[src/rtl/wb_pkg.sv]
package wb_pkg;
    localparam int unsigned DEF_ENTRIES     = 4;
    localparam int unsigned DEF_BLOCK_BYTES = 32;
    localparam int unsigned DEF_WORD_BYTES  = 4;
    localparam int unsigned DEF_ADDR_W      = 32;

    typedef logic [7:0] byte_t;
endpackage

[src/rtl/wb_lane_merge.sv]
module wb_lane_merge
    import wb_pkg::*;
#(
    parameter int unsigned BLOCK_BYTES = DEF_BLOCK_BYTES,
    parameter int unsigned WORD_BYTES  = DEF_WORD_BYTES,
    localparam int unsigned WORDS      = BLOCK_BYTES / WORD_BYTES,
    localparam int unsigned SEL_W      = (WORDS > 1) ? $clog2(WORDS) : 1
) (
    input  logic [BLOCK_BYTES*8-1:0] old_data,
    input  logic [BLOCK_BYTES-1:0]   old_mask,
    input  logic [SEL_W-1:0]         word_sel,
    input  logic [WORD_BYTES*8-1:0]  wdata,
    input  logic [WORD_BYTES-1:0]    be,
    output logic [BLOCK_BYTES*8-1:0] new_data,
    output logic [BLOCK_BYTES-1:0]   new_mask
);
    for (genvar w = 0; w < WORDS; w++) begin : g_word
        for (genvar b = 0; b < WORD_BYTES; b++) begin : g_lane
            localparam int unsigned IDX = w * WORD_BYTES + b;
            logic lane_we;
            byte_t lane_new;
            assign lane_we  = (word_sel == SEL_W'(w)) && be[b];
            assign lane_new = wdata[b*8 +: 8];
            assign new_data[IDX*8 +: 8] = lane_we ? lane_new : old_data[IDX*8 +: 8];
            assign new_mask[IDX]        = lane_we | old_mask[IDX];
        end
    end
endmodule

[src/rtl/wb_match.sv]
module wb_match #(
    parameter int unsigned N     = 4,
    parameter int unsigned TAG_W = 27,
    localparam int unsigned IDX_W = (N > 1) ? $clog2(N) : 1
) (
    input  logic                      clk,
    input  logic                      rst_n,
    input  logic [N-1:0][TAG_W-1:0]   tags,
    input  logic [N-1:0]              eligible,
    input  logic [TAG_W-1:0]          probe,
    output logic [N-1:0]              hit_vec,
    output logic                      hit,
    output logic [IDX_W-1:0]          hit_idx
);
    for (genvar g = 0; g < N; g++) begin : g_cmp
        assign hit_vec[g] = eligible[g] && (tags[g] == probe);
    end

    assign hit = |hit_vec;

    always_comb begin
        hit_idx = '0;
        for (int i = 0; i < N; i++) begin
            if (hit_vec[i]) hit_idx = IDX_W'(i);
        end
    end

    // at most one entry may accept a merge for any block
    single_hit_chk: assert property (@(posedge clk) disable iff (!rst_n)
        $onehot0(hit_vec));
endmodule

[src/rtl/coalesce_wbuf.sv]
module coalesce_wbuf
    import wb_pkg::*;
#(
    parameter int unsigned N_ENTRIES   = DEF_ENTRIES,
    parameter int unsigned BLOCK_BYTES = DEF_BLOCK_BYTES,
    parameter int unsigned WORD_BYTES  = DEF_WORD_BYTES,
    parameter int unsigned ADDR_W      = DEF_ADDR_W,
    localparam int unsigned OFF_W   = $clog2(BLOCK_BYTES),
    localparam int unsigned TAG_W   = ADDR_W - OFF_W,
    localparam int unsigned DATA_W  = BLOCK_BYTES * 8,
    localparam int unsigned SW_W    = WORD_BYTES * 8
) (
    input  logic              clk,
    input  logic              rst_n,
    input  logic              st_valid,
    input  logic [ADDR_W-1:0] st_addr,
    input  logic [SW_W-1:0]   st_wdata,
    input  logic [WORD_BYTES-1:0] st_be,
    output logic              st_stall,
    output logic              dr_valid,
    input  logic              dr_ready,
    output logic [TAG_W-1:0]  dr_addr,
    output logic [DATA_W-1:0] dr_data,
    output logic [BLOCK_BYTES-1:0] dr_mask,
    output logic              dr_full
);
    localparam int unsigned LANE_W = $clog2(WORD_BYTES);
    localparam int unsigned WSEL_W = (OFF_W > LANE_W) ? OFF_W - LANE_W : 1;
    localparam int unsigned PTR_W  = (N_ENTRIES > 1) ? $clog2(N_ENTRIES) : 1;
    localparam int unsigned CNT_W  = $clog2(N_ENTRIES + 1);

    typedef struct packed {
        logic [N_ENTRIES-1:0]                   vld;
        logic [N_ENTRIES-1:0][TAG_W-1:0]        tag;
        logic [N_ENTRIES-1:0][BLOCK_BYTES-1:0]  mask;
        logic [N_ENTRIES-1:0][DATA_W-1:0]       data;
        logic [PTR_W-1:0]                       head;
        logic [PTR_W-1:0]                       tail;
        logic [CNT_W-1:0]                       cnt;
        logic                                   draining;
    } wb_state_t;

    wb_state_t state_d, state_q;

    function automatic logic [PTR_W-1:0] ptr_inc(input logic [PTR_W-1:0] p);
        return (p == PTR_W'(N_ENTRIES - 1)) ? '0 : p + PTR_W'(1);
    endfunction

    // Decode of the incoming store
    logic [TAG_W-1:0]  st_tag;
    logic [WSEL_W-1:0] st_word;
    logic              unused_lsb;
    assign st_tag     = st_addr[ADDR_W-1:OFF_W];
    assign st_word    = st_addr[LANE_W +: WSEL_W];
    assign unused_lsb = ^st_addr[LANE_W-1:0];

    // Drain offer and merge eligibility
    logic                 head_vld, head_full, offer, drain_fire;
    logic [N_ENTRIES-1:0] head_onehot, eligible;

    always_comb begin
        head_vld    = state_q.vld[state_q.head];
        head_full   = &state_q.mask[state_q.head];
        head_onehot = N_ENTRIES'(1) << state_q.head;
        offer       = head_vld && (state_q.draining || head_full ||
                                   (state_q.cnt > CNT_W'(1)) || !st_valid);
        drain_fire  = offer && dr_ready;
        eligible    = state_q.vld & ~(offer ? head_onehot : '0);
    end

    // Tag comparison against every entry
    logic [N_ENTRIES-1:0] hit_vec;
    logic                 hit;
    logic [PTR_W-1:0]     hit_idx;

    wb_match #(
        .N     (N_ENTRIES),
        .TAG_W (TAG_W)
    ) u_match (
        .clk      (clk),
        .rst_n    (rst_n),
        .tags     (state_q.tag),
        .eligible (eligible),
        .probe    (st_tag),
        .hit_vec  (hit_vec),
        .hit      (hit),
        .hit_idx  (hit_idx)
    );

    // Byte merge of the store into its target block
    logic                   has_free, accept;
    logic [PTR_W-1:0]       tgt;
    logic [DATA_W-1:0]      base_data, merged_data;
    logic [BLOCK_BYTES-1:0] base_mask, merged_mask;

    always_comb begin
        has_free  = state_q.cnt < CNT_W'(N_ENTRIES);
        accept    = st_valid && (hit || has_free);
        tgt       = hit ? hit_idx : state_q.tail;
        base_data = hit ? state_q.data[hit_idx] : '0;
        base_mask = hit ? state_q.mask[hit_idx] : '0;
    end

    wb_lane_merge #(
        .BLOCK_BYTES (BLOCK_BYTES),
        .WORD_BYTES  (WORD_BYTES)
    ) u_merge (
        .old_data (base_data),
        .old_mask (base_mask),
        .word_sel (st_word),
        .wdata    (st_wdata),
        .be       (st_be),
        .new_data (merged_data),
        .new_mask (merged_mask)
    );

    // Next state
    always_comb begin
        state_d          = state_q;
        state_d.draining = offer && !dr_ready;

        if (drain_fire) begin
            state_d.vld[state_q.head]  = 1'b0;
            state_d.mask[state_q.head] = '0;
            state_d.head               = ptr_inc(state_q.head);
            state_d.cnt                = state_d.cnt - CNT_W'(1);
        end

        if (accept) begin
            state_d.data[tgt] = merged_data;
            state_d.mask[tgt] = merged_mask;
            if (!hit) begin
                state_d.vld[tgt] = 1'b1;
                state_d.tag[tgt] = st_tag;
                state_d.tail     = ptr_inc(state_q.tail);
                state_d.cnt      = state_d.cnt + CNT_W'(1);
            end
        end
    end

    always_ff @(posedge clk) begin
        if (!rst_n) state_q <= '0;
        else        state_q <= state_d;
    end

    // Outputs
    assign st_stall = st_valid && !accept;
    assign dr_valid = offer;
    assign dr_addr  = state_q.tag[state_q.head];
    assign dr_data  = state_q.data[state_q.head];
    assign dr_mask  = state_q.mask[state_q.head];
    assign dr_full  = head_full;


    count_bound_chk: assert property (@(posedge clk) disable iff (!rst_n)
        state_q.cnt <= CNT_W'(N_ENTRIES));


    stall_full_chk: assert property (@(posedge clk) disable iff (!rst_n)
        st_stall |-> (state_q.cnt == CNT_W'(N_ENTRIES)));


    drain_hold_chk: assert property (@(posedge clk) disable iff (!rst_n)
        (dr_valid && !dr_ready) |=> (dr_valid && $stable(dr_addr) &&
                                     $stable(dr_mask) && $stable(dr_data)));


    alloc_step_chk: assert property (@(posedge clk) disable iff (!rst_n)
        (st_valid && !st_stall && !hit && !(dr_valid && dr_ready))
        |=> (state_q.cnt == $past(state_q.cnt) + CNT_W'(1)));
endmodule

[config.mk]
export PLATFORM = sky130hd
export DESIGN_NAME = coalesce_wbuf
export DESIGN_NICKNAME = d
export VERILOG_FILES = /design/src/rtl/wb_pkg.sv /design/src/rtl/wb_lane_merge.sv /design/src/rtl/wb_match.sv /design/src/rtl/coalesce_wbuf.sv
export SDC_FILE = /design/constraint.sdc
export NUM_CORES = 2
export LEC_CHECK = 0
export BUFFER_PORTS_ARGS = -buffer_cell sky130_fd_sc_hd__buf_4
export CAP_MARGIN = 20
export CORE_AREA = 2 2 458 460
export DETAILED_ROUTE_END_ITERATION = 8
export DIE_AREA = 0 0 460 462
export SLEW_MARGIN = 20
export SYNTH_ARGS = -nofsm -noshare
export SYNTH_HDL_FRONTEND = slang
export SYNTH_SLANG_ARGS = --single-unit
export TNS_END_PERCENT = 100
[constraint.sdc]
create_clock -name clk -period 6.53 [get_ports clk]
set_input_delay 0 -clock clk [delete_from_list [all_inputs] [get_ports clk]]
set_output_delay 0 -clock clk [all_outputs]
set_load 0.03 [all_outputs]
==> qor.yml <==
path_class: "register to register"
avgSynthCellArea_sq_um: 8.74
cts_sinks: 1272
gp_congestion: 0.901
end_kind: "register"
status: "finished clean"
grt_pass1_vias: 57200
tightest_slew_ns: 1.16
holdCritPathClass: "primary input to register"
antenna_found_initial: 27
setup_viol_count_final: 0
drive_gt1_share_pct: 15.6
drt_iter0_drc: 7786
cts_max_level: 4
slew_viol_final: 0
hold_viol_final: 0
cts_root_buffer: "clkbuf_16"
routed_via_density: 6.20
sw_frac_of_total_pct: 32.0
rsz0062_at_grt: "no"
core-area_sq_um: 208000
leakage_nw: 24.6
power_frac_comb_pct: 20.4
synth_area_sq_um: 62100
cts_buffer_depth: 3
yosysWarningCount: 0
die_x_um: 460
yosys_register_bits: 1272
nets: 7099
seq_area_frac_synth_pct: 41.0
first_pass_iters: 6
p_sw_w: 0.00717
synth.distinct_cells: 58
synth_edf_count: 0
p_clk_share_pct: 39.6
p_int_w: 0.0153
layout_min_cycle_time_ns: 5.35
crit_required_ns: 7.26
postRouteAntennaNets: 0
io_buffers: 387
wl_mm: 263
fin_area_sq_um: 72700
cts.clk_slew.worst_paths_ns: 0.06
relSlewSlack_pct: 22.5
place_ws_ns: 1.42
finalPower_w: 0.0224
ir_worst_vdd_uv: 278
max-cap-violations: 0
fp.dieArea_sq_um: 213000
max_freq_mhz: 187
fin_skew_ns: 0.0435
initial_core_util_pct: 29.8
fin_tns_setup_ns: 0
ys.flop_type: "dfxtp_1"
setup_ws_ns: 1.18
synthArstFlopShare_pct: 0
place_area_sq_um: 66700
grt_start_max_net_pins: 240
track_usage_pct: 23.5
min_period_over_period_pct: 81.9
wl_per_cell_um: 26.6
hold_depth: 4
die_y_um: 462
netlist_instances: 7105
crit_path_max_fanout: 48
num_vias: 61200
grt_overflow_total: 0
clk_latency_ns: 0.84
syn_to_final_growth_pct: 17.2
numCtsBuffers: 150
cts_tree: "built"
drc_errors: 0
place_hpwl_mm: 148
critPathLaunchType: "register"
syn-num-nets: 7185
powerDensity_nw_per_um2: 308
cts-resized-gates: 0
grt_pass1_wl_mm: 381
io-pin-count: 390
seq_power_share_pct: 40.0
reg2reg_depth: 10
rows: 168
crit_arrival_ns: 6.07
-- what timing repair did --
action                                 4_1_cts  5_1_grt
setup buffers                                0        0
endpoints found under the hold margin     1215        0
hold buffers                                84        0
-- cell usage after synthesis (all sizes together), types with 7 or more instances --
cell type | count | share of area, %
a2111oi | 257 | 3.6
a211oi | 514 | 6.2
a21o | 33 | 0.40
a21oi | 1441 | 12
a22o | 64 | 0.90
and3 | 7 | 0.071
buf | 233 | 1.8
clkbuf | 606 | 3.7
dfxtp | 1272 | 41
ha | 8 | 0.16
mux2i | 62 | 1.0
mux4 | 316 | 11
nand2 | 530 | 3.2
nand2b | 7 | 0.071
nand3 | 129 | 1.0
nand4 | 46 | 0.46
nor2 | 305 | 1.8
nor3 | 265 | 2.2
nor4 | 18 | 0.19
o211ai | 35 | 0.42
o21ai | 799 | 6.5
xnor2 | 76 | 1.1
xor2 | 34 | 0.48
-- power by group through the flow --
stage / clock, W / sequential [W] / combinational [W]
6_report: 0.00887 / 0.00897 / 0.00459
5_1_grt: 0.00931 / 0.00903 / 0.00485
4_1_cts: 0.00901 / 0.00894 / 0.00456
3_5_place_dp: 0 / 0.00909 / 0.00451
3_3_place_gp: 0 / 0.00906 / 0.00445
2_1_floorplan: 0 / 0.00893 / 0.00291
-- through the flow --
stage	cells	hold WS, ns	utilization, %
after CTS	9849	0.00000938	34.9
final	9866	0.0812	35.0
after floorplan	7105	0.0761	-
after global placement	9502	0.186	32.1
after global routing	9850	0.0567	34.9
after detailed placement	9503	0.187	32.1
-- area by class of cell --
| type | instances | area, sq um |
|---|---|---|
| tap | 2720 | 3400 |
| inverter | 6 | 30.0 |
| antenna | 17 | 42.5 |
| clock buffer | 202 | 4230 |
| timing repair buffer | 601 | 5300 |
| fill | 20900 | 135000 |
| sequential | 1272 | 25500 |
| multi-input combinational | 4988 | 33400 |
| clock inverter | 60 | 912 |
-- cells by family after synthesis --
logic type	synth area share, %
buffers and inverters	5.52
DFF	41.0
AOI/OAI and AO/OA	29.9
adders and majority gates	0.161
muxes	12.5
xor gates and xnor gates	1.55
and+or+nand+nor	9.39
-- per-layer routing --
metal  track usage [%]  wire length [um]  vias to the layer above
li1                  -                 -                    26600
met1              30.9            106000                    29900
met2              33.4            110000                     3929
met3              7.41             31300                      660
met4              14.1             14900                       20
met5                 0               129                        -
-- final timing paths --
kind               startpoint  endpoint  slack (ns)
hold reg to reg      register  register        0.48
setup reg to reg   state_q[6]  register        1.18
setup / recovery   state_q[6]  register        1.18
hold / removal    st_addr[14]  register        0.08
-- worst max-delay path, cell delays in order (launching register included) --
cell       delay [ns]
dfxtp_4          0.86
buf_4            0.71
mux4_2           0.55
and2_1           0.26
a21oi_4          0.74
buf_12           0.29
buf_4            0.57
nor3_1           0.12
a2111oi_0        0.54
a21oi_1          0.18
a211oi_1         0.25
-- cells in the final DEF, fill, tap and decap left out, drive strengths merged, types with 34 or more instances in the layout --
cell            n
clkinv         35
nand3         129
a2111oi       257
nand2         530
xnor2          76
xor2           34
nand4          46
o21ai         799
mux4          316
clkbuf        202
a22o           64
mux2i          62
a211oi        514
nor3          265
dfxtp        1272
nor2          305
buf           517
o211ai         35
a21oi        1441
dlygate4sd3    84
Note: power is estimated with default switching activity, not from simulation.
